--- config.mk ---
export PLATFORM = sky130hd
export DESIGN_NAME = abus_master
export DESIGN_NICKNAME = d
export VERILOG_FILES = /design/src/rtl/abm_pkg.sv /design/src/rtl/abm_req_slot.sv /design/src/rtl/abm_line_drv.sv /design/src/rtl/abm_seq.sv /design/src/rtl/abus_master.sv
export SDC_FILE = /design/constraint.sdc
export NUM_CORES = 1
export LEC_CHECK = 0
export BUFFER_PORTS_ARGS = -buffer_cell sky130_fd_sc_hd__buf_2
export CAP_MARGIN = 30
export CORE_ASPECT_RATIO = 0.7
export CORE_MARGIN = 4
export CORE_UTILIZATION = 50
export CTS_BUF_LIST = sky130_fd_sc_hd__clkbuf_8
export CTS_CLUSTER_SIZE = 16
export DETAILED_ROUTE_END_ITERATION = 10
export PLACE_DENSITY = 0.75
export SLEW_MARGIN = 20
export SYNTH_ARGS = -nofsm -noshare
export SYNTH_HDL_FRONTEND = slang
export SYNTH_SLANG_ARGS = --single-unit
--- constraint.sdc ---
create_clock -name clk -period 3.7 [get_ports clk]
set_input_delay 0.185 -clock clk [delete_from_list [all_inputs] [get_ports clk]]
set_output_delay 0.185 -clock clk [all_outputs]
set_load 0.005 [all_outputs]
--- src/rtl/abm_pkg.sv ---
package abm_pkg;
    localparam int HW_W = 16;
    localparam int BM_W = 3;

    typedef enum logic [1:0] {K_READ = 2'd0, K_WRITE = 2'd1, K_VECTOR = 2'd2, K_RSVD = 2'd3} kind_e;
    typedef enum logic [1:0] {ST_NONE = 2'd0, ST_DONE = 2'd1, ST_REFUSED = 2'd2, ST_ABORTED = 2'd3} stat_e;
    typedef enum logic [1:0] {HW_OFF, HW_ADDR, HW_DATA} hwsel_e;

    typedef enum logic [3:0] {
        S_IDLE, S_BID, S_ACQ, S_OWN, S_WCF, S_ADDR, S_WDAT,
        S_WCB, S_WFIN, S_RWT, S_REND, S_VWT, S_DONE
    } seq_e;

    typedef struct packed {
        kind_e            kind;
        logic [HW_W-1:0]  addr;
        logic [BM_W-1:0]  bmode;
        logic [HW_W-1:0]  wdata;
        logic             retain;
    } req_t;

    function automatic logic lines_quiet(input logic cb, input logic cr, input logic cf,
                                         input logic ab, input logic rs);
        return !(cb | cr | cf | ab | rs);
    endfunction

    function automatic logic in_cycle(input seq_e s);
        return (s == S_WCF) || (s == S_ADDR) || (s == S_WDAT) || (s == S_WCB) ||
               (s == S_WFIN) || (s == S_RWT) || (s == S_REND) || (s == S_VWT);
    endfunction
endpackage

--- src/rtl/abm_req_slot.sv ---
module abm_req_slot
    import abm_pkg::*;
(
    input  logic clk,
    input  logic rst,
    input  logic load,
    input  req_t req_in,
    input  logic take,
    output logic pend,
    output req_t req_q
);
    always_ff @(posedge clk) begin
        if (rst) begin
            pend  <= 1'b0;
            req_q <= '0;
        end else if (take) begin
            pend <= 1'b0;
        end else if (load && !pend) begin
            pend  <= 1'b1;
            req_q <= req_in;
        end
    end
endmodule

--- src/rtl/abm_line_drv.sv ---
module abm_line_drv
    import abm_pkg::*;
(
    input  logic            kill,
    input  hwsel_e          hwsel,
    input  logic            cb_raw,
    input  logic            cf_raw,
    input  logic [HW_W-1:0] addr,
    input  logic [HW_W-1:0] wdata,
    input  logic [BM_W-1:0] bmode,
    output logic            cb_o,
    output logic            cf_o,
    output logic [HW_W-1:0] hw_o,
    output logic            hw_oe_o,
    output logic [BM_W-1:0] bm_o,
    output logic            bm_oe_o
);
    always_comb begin
        cb_o    = cb_raw & ~kill;
        cf_o    = cf_raw & ~kill;
        hw_o    = '0;
        hw_oe_o = 1'b0;
        bm_o    = '0;
        bm_oe_o = 1'b0;
        if (!kill) begin
            case (hwsel)
                HW_ADDR: begin
                    hw_o    = addr;
                    hw_oe_o = 1'b1;
                    bm_o    = bmode;
                    bm_oe_o = 1'b1;
                end
                HW_DATA: begin
                    hw_o    = wdata;
                    hw_oe_o = 1'b1;
                end
                default: ;
            endcase
        end
    end
endmodule

--- src/rtl/abm_seq.sv ---
module abm_seq
    import abm_pkg::*;
(
    input  logic            clk,
    input  logic            rst,
    input  logic            pend,
    input  req_t            req,
    input  logic            gnt_i,
    input  logic            rq_i,
    input  logic            cb_i,
    input  logic            cr_i,
    input  logic            cf_i,
    input  logic            abort_i,
    input  logic            reset_i,
    input  logic [HW_W-1:0] hw_i,
    output logic            rq_o,
    output logic            acq_o,
    output logic            cb_raw,
    output logic            cf_raw,
    output hwsel_e          hwsel,
    output logic            take,
    output logic            rsp_valid,
    output stat_e           rsp_status,
    output logic [HW_W-1:0] rsp_rdata
);
    seq_e  st, nxt;
    logic  retain_q;
    logic  quiet;
    stat_e code;
    logic  cap;

    assign quiet = lines_quiet(cb_i, cr_i, cf_i, abort_i, reset_i);

    always_comb begin
        nxt  = st;
        code = ST_NONE;
        cap  = 1'b0;
        if (in_cycle(st) && (abort_i || reset_i)) begin
            nxt  = S_IDLE;
            code = ST_ABORTED;
        end else begin
            case (st)
                S_IDLE: if (pend && !gnt_i && !reset_i) nxt = S_BID;
                S_BID: begin
                    if (reset_i)            nxt = S_IDLE;
                    else if (gnt_i && rq_i) nxt = S_ACQ;
                end
                S_ACQ: begin
                    if (gnt_i && rq_i && quiet) nxt = S_OWN;
                    else if (!rq_i || reset_i)  nxt = S_IDLE;
                end
                S_OWN: begin
                    if (reset_i)                                      nxt = S_IDLE;
                    else if ((gnt_i && !pend) || (!rq_i && !retain_q)) nxt = S_IDLE;
                    else if (pend && quiet)
                        nxt = (req.kind == K_WRITE) ? S_WCF : S_ADDR;
                end
                S_WCF: begin
                    if (gnt_i && !rq_i) begin
                        nxt  = S_IDLE;
                        code = ST_REFUSED;
                    end else nxt = S_ADDR;
                end
                S_ADDR: begin
                    if (gnt_i && !rq_i) begin
                        nxt  = S_IDLE;
                        code = ST_REFUSED;
                    end else if (cr_i) begin
                        case (req.kind)
                            K_WRITE: nxt = S_WDAT;
                            K_READ:  nxt = S_RWT;
                            default: nxt = S_VWT;
                        endcase
                    end
                end
                S_WDAT: nxt = S_WCB;
                S_WCB:  if (!cr_i) nxt = S_WFIN;
                S_WFIN: nxt = S_DONE;
                S_RWT: begin
                    if (!cr_i) begin
                        cap = 1'b1;
                        nxt = S_REND;
                    end
                end
                S_REND: if (!cf_i) nxt = S_DONE;
                S_VWT:  if (!cr_i) nxt = S_DONE;
                S_DONE: nxt = S_OWN;
                default: nxt = S_IDLE;
            endcase
            if (nxt == S_DONE) code = ST_DONE;
        end
    end

    always_ff @(posedge clk) begin
        if (rst) begin
            st         <= S_IDLE;
            retain_q   <= 1'b0;
            rsp_valid  <= 1'b0;
            rsp_status <= ST_NONE;
            rsp_rdata  <= '0;
        end else begin
            st         <= nxt;
            rsp_valid  <= (code != ST_NONE);
            rsp_status <= code;
            if (cap) rsp_rdata <= hw_i;
            if (nxt == S_DONE)      retain_q <= req.retain;
            else if (nxt == S_IDLE) retain_q <= 1'b0;
        end
    end

    assign take = (code != ST_NONE);

    always_comb begin
        rq_o   = (st == S_BID);
        acq_o  = (st == S_OWN) || (st == S_DONE) || in_cycle(st);
        cb_raw = (st == S_ADDR) || (st == S_WDAT) || (st == S_RWT) || (st == S_VWT);
        cf_raw = (st == S_WCF) || (st == S_WDAT) || (st == S_WCB) || (st == S_WFIN) ||
                 (st == S_RWT) || ((st == S_ADDR) && (req.kind == K_WRITE));
        case (st)
            S_WCF, S_ADDR: hwsel = HW_ADDR;
            S_WDAT, S_WCB: hwsel = HW_DATA;
            default:       hwsel = HW_OFF;
        endcase
    end
endmodule

--- src/rtl/abus_master.sv ---
module abus_master
    import abm_pkg::*;
(
    input  logic            clk,
    input  logic            rst,
    input  logic            req_valid_i,
    output logic            req_ready_o,
    input  logic [1:0]      req_kind_i,
    input  logic [HW_W-1:0] req_addr_i,
    input  logic [BM_W-1:0] req_bmode_i,
    input  logic [HW_W-1:0] req_wdata_i,
    input  logic            req_retain_i,
    output logic            rsp_valid_o,
    output logic [1:0]      rsp_status_o,
    output logic [HW_W-1:0] rsp_rdata_o,
    input  logic            bus_gnt_i,
    input  logic            bus_rq_i,
    input  logic            bus_cb_i,
    input  logic            bus_cr_i,
    input  logic            bus_cf_i,
    input  logic            bus_abort_i,
    input  logic            bus_reset_i,
    input  logic [HW_W-1:0] hw_i,
    output logic            rq_o,
    output logic            acq_o,
    output logic            cb_o,
    output logic            cf_o,
    output logic [HW_W-1:0] hw_o,
    output logic            hw_oe_o,
    output logic [BM_W-1:0] bm_o,
    output logic            bm_oe_o
);
    req_t   req_in, req_q;
    logic   pend, take, cb_raw, cf_raw;
    hwsel_e hwsel;
    stat_e  status;

    assign req_in      = '{kind: kind_e'(req_kind_i), addr: req_addr_i, bmode: req_bmode_i,
                           wdata: req_wdata_i, retain: req_retain_i};
    assign req_ready_o = !pend;

    abm_req_slot u_slot (
        .clk(clk), .rst(rst), .load(req_valid_i), .req_in(req_in),
        .take(take), .pend(pend), .req_q(req_q)
    );

    abm_seq u_seq (
        .clk(clk), .rst(rst), .pend(pend), .req(req_q),
        .gnt_i(bus_gnt_i), .rq_i(bus_rq_i), .cb_i(bus_cb_i), .cr_i(bus_cr_i),
        .cf_i(bus_cf_i), .abort_i(bus_abort_i), .reset_i(bus_reset_i), .hw_i(hw_i),
        .rq_o(rq_o), .acq_o(acq_o), .cb_raw(cb_raw), .cf_raw(cf_raw), .hwsel(hwsel),
        .take(take), .rsp_valid(rsp_valid_o), .rsp_status(status), .rsp_rdata(rsp_rdata_o)
    );

    assign rsp_status_o = status;

    abm_line_drv u_drv (
        .kill(bus_abort_i | bus_reset_i), .hwsel(hwsel), .cb_raw(cb_raw), .cf_raw(cf_raw),
        .addr(req_q.addr), .wdata(req_q.wdata), .bmode(req_q.bmode),
        .cb_o(cb_o), .cf_o(cf_o), .hw_o(hw_o), .hw_oe_o(hw_oe_o),
        .bm_o(bm_o), .bm_oe_o(bm_oe_o)
    );
endmodule

# Word level (Yosys, flattened, before mapping)
# Index checks and enable logic that the tools add are counted.
# op_classes
mux,38
eq_ne,17
reduce_logical,47
bitwise_logic,9
# op_table
cell,n
2-to-1 mux 4 bit,16
one-hot mux 4 bit (13 select lines),1
one-hot mux 16 bit (2 select lines),1
== test 4 bit (second input constant),7
logical OR 1 bit,20
== test 4 x 3 -> 1 bit (second input constant),4
2-to-1 mux 16 bit,1
logical AND 1 bit,11
2-to-1 mux 1 bit,10
2-to-1 mux 3 bit,3
== test 4 x 2 -> 1 bit (second input constant),2
logical NOT 4 bit,2
2-to-1 mux 2 bit,4
one-hot mux 4 bit (2 select lines),1
OR reduction 2 bit,4
logical NOT 1 bit,6
OR 1 bit,5
== test 2 x 1 -> 1 bit (second input constant),2
== test 4 x 1 -> 1 bit (second input constant),1
one-hot mux 2 bit (2 select lines),1
nonzero test 2 bit,2
bitwise AND 1 bit,2
== test 2 bit (second input constant),1
logical NOT 2 bit,1
2 further kinds,3
# totals
reg_bits,63
wordCells,122
out_inout_bits,45

# Longest topological paths before layout
# Gate-level depths: netlist of run 1.
# depth
word_depth,17
ltp_mapped,9
ltp_nobuf,6

# Cells and area by module
# A second synthesis of run 1 with hierarchy kept.
# unflattened
hier_cells,401
hier_area_um2,3452.1
# by_module_without_submodules
mod,cells_each,n_inst,area_each_um2,seq_area_each_um2
abm_req_slot,168,1,1737.9,780.7
abm_seq,181,1,1390.1,480.5
abm_line_drv,50,1,314.1,0.0
abus_master,2,1,10.0,0.0

# Worst setup path after synthesis of run 1
# No wires, ideal clock.
# synth_path
path_kind,register to output
startpoint,register u_seq.st[3]
endpoint,output hw_o[10]
n_path_buf,3
path_stages_with_launch,10
arrival_ns,2.084
t_required_ns,3.515
setup_slack_ns,1.431
path_cell_list,dfxtp_1 > clkbuf_1 > nor2b_1 > and2_1 > inv_1 > ha_1 > or3_1 > clkbuf_1 > clkbuf_1 > nor2_1
# synth_between
elab_chain_len,6
word_cells_on_any_way,11
cone_classes,eq/ne (6); mux (3); reduce/logical (2)
# synth_rtl
element,line_no,rtl
from (decl),abm_seq.sv:26,"seq_e st, nxt;"
from (signal assigned),abm_seq.sv:102,st <= nxt;
== test 4 x 3 -> 1 bit,abm_seq.sv:119,case (st)
OR reduction 2 bit (on tied branches),-,
one-hot mux 2 bit (2 select lines) *,abm_seq.sv:119,
== test 2 bit or == test 2 x 1 -> 1 bit (tied branches),abm_line_drv.sv:26,case (hwsel)
one-hot mux 16 bit (2 select lines) *,abm_line_drv.sv:26,
2-to-1 mux 16 bit *,abm_line_drv.sv:25,if (!kill) begin
to (decl),abus_master.sv:28,"output logic [HW_W-1:0] hw_o,"
# Mark *: on every way between the ends. The rest lies on a longest branch, timed or not.

# Worst setup path after layout of run 1
# layout_path
startpoint,register u_seq.st[2]
endpoint,output hw_o[13]
# Same word-level chain as after synthesis.

==> results of run 1 <==
## critical path, cell delays in order (launching register included)
cell and delay [ps]:
dfxtp_1 600, nor2b_1 420, and2_1 250, inv_1 60, ha_1 260, or3_1 660, nor2_1 230, buf_2 140
## state kept, by name, summed over array words and instances (netlist names)
register,flops
u_seq.st,4
u_seq.rsp_valid,1
u_slot.pend,1
u_slot.req_q,38
u_seq.retain_q,1
u_seq.rsp_status,2
u_seq.rsp_rdata,16
## where the power goes
group	switching [W]	internal, W
Combinational	0.0000695	0.0000747
Clock	0.000268	0.000416
Sequential	0.0000172	0.000706
## per-layer routing
layer,vias to the layer above,wire length [um]
met4,0,93
met5,-,0
met2,128,3680
li1,1535,-
met1,1439,3990
met3,14,745
## cells by family (layout without fill, tap and decap cells)
kind of cell    after synthesis  after routing  synth area share
mux                          41             41             0.124
fa+ha+maj                     2              2           0.00755
buf+inv                      36            133            0.0483
compound gates               68             68             0.134
simple gates                185            185             0.305
flops                        63             63             0.381
## cells in the mapped netlist (3+ instances only)
library cell / number / area share
nand2_1: 37 / 0.042
or3_1: 3 / 0.0057
nand2b_1: 81 / 0.15
or4_1: 3 / 0.0068
nor2b_1: 9 / 0.017
clkbuf_1: 25 / 0.028
mux2i_1: 40 / 0.12
o21ai_0: 7 / 0.011
o211ai_1: 3 / 0.0068
and2_1: 4 / 0.0076
nor2_1: 26 / 0.029
dfxtp_1: 63 / 0.38
nor4_1: 3 / 0.0057
a22oi_1: 17 / 0.039
a21oi_1: 25 / 0.038
o31ai_1: 3 / 0.0068
inv_1: 5 / 0.0057
nor3_1: 6 / 0.0091
and3_1: 3 / 0.0057
buf_6: 3 / 0.010
## final timing paths
| kind | from | end | slack (ps) |
|---|---|---|---|
| setup reg to reg | u_seq.st[1] | u_slot.req_q[28] | 870 |
| setup / recovery | u_seq.st[2] | hw_o[13] | 550 |
| hold reg to reg | u_seq.rsp_rdata[11] | u_seq.rsp_rdata[11] | 450 |
| hold / removal | hw_i[3] | u_seq.rsp_rdata[3] | 80 |
## per-stage QoR
step           worst slack [ps]  utilization  power (W)
3_5_place_dp                951        0.609   0.000882
3_3_place_gp                911        0.609   0.000878
2_1_floorplan              1430            -   0.000828
6_report                    549        0.646    0.00155
5_1_grt                     355        0.646    0.00162
4_1_cts                     571        0.646    0.00157
## final cells by class
type                       count  area (um2)
clock buffer                  11         151
clock inverter                 5        81.3
fill                         580        2240
inverter                       6        22.5
multi-input combinational    296        1900
sequential                    63        1260
tap                           91         114
timing repair buffer         111         563
==> metrics, run 1 <==
vias post-DR 3116; synth warn 0; share of layout cells above drive strength 1 0.266; final setup TNS 0 ps; CP Data Arrival Time around 3000 ps; clk_skew roughly 16 ps; hold-fix buffers at CTS 0; outcome completed; period utilization 0.852; GR Util met2 0.312; Placeable Area approximately 6300 um2; Routed Wire Length roughly 8.5 mm; Final Hold Slack 78.1 ps; Post-Syn Nets ~460; maxcap violations 0; critical path class flip-flop to output pin; die width 105 um; most common cell after layout, fill and taps aside buf_2; dpl cell area 3860 um2; Worst-path clk slew about 80 ps; number of remaining DRC errors 0; Die Ht roughly 76 um; I/O Buffers 108; design area between 4000 and 5000 um2; number of setup violations in the final report 0; Leak Pwr 1.77 nW; EDFF count, synth 0; Final Hold Vio Count 0; sequential share of the synthesized area 0.381; WL/cell approximately 15 um; worst-skew pair later-pin latency 340 ps; H-tree Lvls 3; Slew Viols, Final 0; Finished Layout Cells 583; Top FF cell, synth dfxtp_1; postcts setup bufs 0; drt first pass iters 5; GR Layer Usage met1 0.289; Synth cell types 45; Hold Crit Depth 3; vias in the first global route 2910; post-cts gate resize count 0; gr busiest metal met2; GP Congestion 0.941; HPWL after detailed placement about 6 mm; IO Pins approximately 110; gr ovfl total 0; Crit. End Element output pin; max frequency 317 MHz; Sink Count 63; CP required 3510 ps; standard-cell rows 24; DP Cell Count 567; Slew @ Worst Pin between 700 and 800 ps; cts bufs inserted 9; R2R depth 7; n_diodes 0; 1st-iter DRT viols 157; most frequent cells in the layout buf_2, nand2b_1, dfxtp_1, mux2i_1, nand2_1; die area 8010 um2; global-route wire length before repair 14.0 mm; PwrDens 379 nW/um2; Starting Density 0.523; CTS tree built; Crit Path Max Fanout 17; Min Clock Period, post-route 3150 ps; peak supply drop 249 uV; Root Driver clkbuf_8; Startpoint Class flip-flop; synthesis-to-finish area growth 23.5%; area of the mapped netlist 3310 um2; Post-DRT Antenna Nets 0; Post-Syn Instances 395; Seq cells post-synth 63; initial antenna violation count 0; Slew headroom 0.481; met3 usage 0.0787; largest net degree at the start of global routing 80; GRT Overall Usage 0.211; Hold Crit Class input port to flip-flop; RSZ-0062 raised after global routing no; vias per std cell roughly 5.3; Synth Area per Inst 8.39 um2; clk buf depth 2; Post-synth ARST share 0; final-stage net count 553
Power figures use the tool's default switching activity.
==> run 2, diff against run 1 <==
--- a/config.mk
+++ b/config.mk
@@ -9,11 +9,11 @@
 export CAP_MARGIN = 30
 export CORE_ASPECT_RATIO = 0.7
 export CORE_MARGIN = 4
-export CORE_UTILIZATION = 50
+export CORE_UTILIZATION = 55
 export CTS_BUF_LIST = sky130_fd_sc_hd__clkbuf_8
 export CTS_CLUSTER_SIZE = 16
 export DETAILED_ROUTE_END_ITERATION = 10
-export PLACE_DENSITY = 0.75
+export PLACE_DENSITY = 0.82
 export SLEW_MARGIN = 20
 export SYNTH_ARGS = -nofsm -noshare
 export SYNTH_HDL_FRONTEND = slang
==> run 2 against run 1 <==
  * Maximum frequency grew 2.3%
  * Critical endpoint is now hw_o[10]
  * Sequential share of layout area down 0.085 points
  * Sequential cell count unchanged
  * Combinational power up 3%
  * Hold slack lost 7.9 ps
  * Via count is 0.26% lower
  * Critical path type unchanged
  * Non-clock buffer count unchanged
==> metrics, run 2 (synthesized netlist as in run 1, its figures left out) <==
outcome completed; area of the multi-input gates 1900 um2 (unchanged); final-stage net count 553 (unchanged); Worst path max stage delay 660 ps (about the same); PnR Total Power 0.00163 W (+4.8%); cts bufs inserted 9 (unchanged); vias post-DR 3108 (-0.26%); CP required 3510 ps (about the same); share of layout cells above drive strength 1 0.268 (+0.00203); Routed Wire Length 8.94 mm (+5.0%); initial antenna violation count 0 (unchanged); global-route wire length before repair 14.4 mm (+2.7%); n_diodes 0 (unchanged); Root Driver clkbuf_8; final core utilization 0.709 (+0.0636); Min Clock Period, post-route 3080 ps (-71.7 ps); CTS tree built; hold-fix buffers at CTS 0 (unchanged); Critical path buffers and inverters 2 (unchanged); Top Registers u_slot.req_q (38), u_seq.rsp_rdata (16), u_seq.st (4); HPWL after detailed placement 6.28 mm (+2.7%); WL/cell 15.8 um (+7.9%); clk buf depth 2 (unchanged); crit-path leading delay family simple AND/OR/NAND/NOR gates; final setup TNS 0 ps (unchanged); clk_skew 13.6 ps (-2.33 ps); gr ovfl total 0 (unchanged); Flop pwr share 0.445 (-0.021); critical path class flip-flop to output pin; peak supply drop 231 uV (-7.6%); FF/Latch Area 1260 um2 (unchanged); Slew Viols, Final 0 (unchanged); die width 101 um (-4.3%); most common cell after layout, fill and taps aside buf_2; Startpoint Class flip-flop; Slew @ Worst Pin 768 ps (-10.1 ps); switching share of power 0.239 (+0.00992); postcts setup bufs 0 (unchanged); Sink Count 63 (unchanged); number of setup violations in the final report 0 (unchanged); PwrDens 396 nW/um2 (+4.6%); standard-cell rows 23 (-4.2%); max reg flops 38 (unchanged); crit path cell chain nor2b_1, and2_1, inv_1, ha_1, or3_1, nor2_1, buf_2; Post-DRT Antenna Nets 0 (unchanged); vias in the first global route 3035 (+4.3%); CP Data Arrival Time 2890 ps (-80 ps); maxcap violations 0 (unchanged); number of remaining DRC errors 0 (unchanged); Crit Path Max Fanout 17 (unchanged); Die Ht 72.9 um (-4.2%); IO Pins 109 (unchanged); drt first pass iters 5 (unchanged); H-tree Lvls 3 (unchanged); GP Congestion 0.961 (+2.1%); Starting Density 0.573 (+0.0499); vias per std cell 5.48 (+2.6%); GRT Overall Usage 0.248 (+0.0366); Filler cells 457 (-21%); Sw Pwr 0.000388 W (+9.4%); die area 7350 um2 (-8.3%); Final Hold Vio Count 0 (unchanged); Logic pwr share 0.091 (-0.002); worst-skew pair later-pin latency 350 ps (about the same); RSZ-0062 raised after global routing no; largest net degree at the start of global routing 52 (-35%); most frequent cells in the layout buf_2, nand2b_1, dfxtp_1, mux2i_1, nand2_1; Pint 0.00124 W (+3.5%); Crit. End Element output pin; 1st-iter DRT viols 207 (+32%); Hold Crit Class input port to flip-flop; Largest Register u_slot.req_q; Placeable Area 5780 um2 (-8.7%); period utilization 0.832 (-0.0194); Worst-path clk slew 80 ps (about the same); clock share of power 0.464 (+0.023); Slew headroom 0.488 (+0.00676); synthesis-to-finish area growth 23.9%; max frequency 325 MHz (+2.3%); post-cts gate resize count 0 (unchanged); Leak Pwr 1.78 nW (+0.51%); I/O Buffers 108 (unchanged); CP max stage cell or3_1
[run 2: final cells by class]
| cell class | count | area share |
|---|---|---|
| Sequential cell | 63 | 0.307 |
| Tap cell | 75 | 0.0229 |
| Multi-Input combinational cell | 296 | 0.463 |
| Inverter | 6 | 0.00549 |
| Clock buffer | 9 | 0.0302 |
| Clock inverter | 7 | 0.0311 |
| Timing Repair Buffer | 111 | 0.140 |
[run 2: worst min-delay path, stage by stage]
cell and delay (ps):
buf_2 100, nand2_1 40, a21oi_1 50
[run 2: power groups by stage]
stage	Sequential [W]	Combinational [W]	Clock [W]
floorplan	0.000733	0.0000952	0
global placement	0.000738	0.000142	0
detailed placement	0.000739	0.000145	0
CTS	0.000723	0.000147	0.000762
global route	0.000727	0.000163	0.000796
finish	0.000724	0.000148	0.000755
[run 2: per-stage QoR]
stage / worst slack [ps] / area (um2) / hold slack, ps / instances
floorplan: 1430 / 3310 / 321 / 395
global placement: 1140 / 3850 / 426 / 551
detailed placement: 1050 / 3850 / 431 / 551
CTS: 670 / 4100 / 57.0 / 567
global route: 466 / 4100 / 54.1 / 567
finish: 621 / 4100 / 70.2 / 567
[run 2: final timing paths]
check                     startpoint                   to  slack (ps)  depth (start not counted)
setup / recovery         u_seq.st[2]             hw_o[10]         620                          7
hold reg to reg   u_seq.rsp_rdata[9]   u_seq.rsp_rdata[9]         460                          2
setup reg to reg         u_seq.st[1]      u_slot.req_q[2]        1110                          7
hold / removal              hw_i[15]  u_seq.rsp_rdata[15]          70                          3
[run 2: layer usage]
| metal | GRT usage | part of all wire | up-vias | routed length (um) |
|---|---|---|---|---|
| met5 | 0 | 0 | - | 0 |
| met1 | 0.331 | 0.44 | 1431 | 3960 |
| li1 | - | - | 1531 | - |
| met2 | 0.388 | 0.46 | 133 | 4070 |
| met3 | 0.0812 | 0.090 | 13 | 806 |
| met4 | 0.0643 | 0.012 | 0 | 104 |
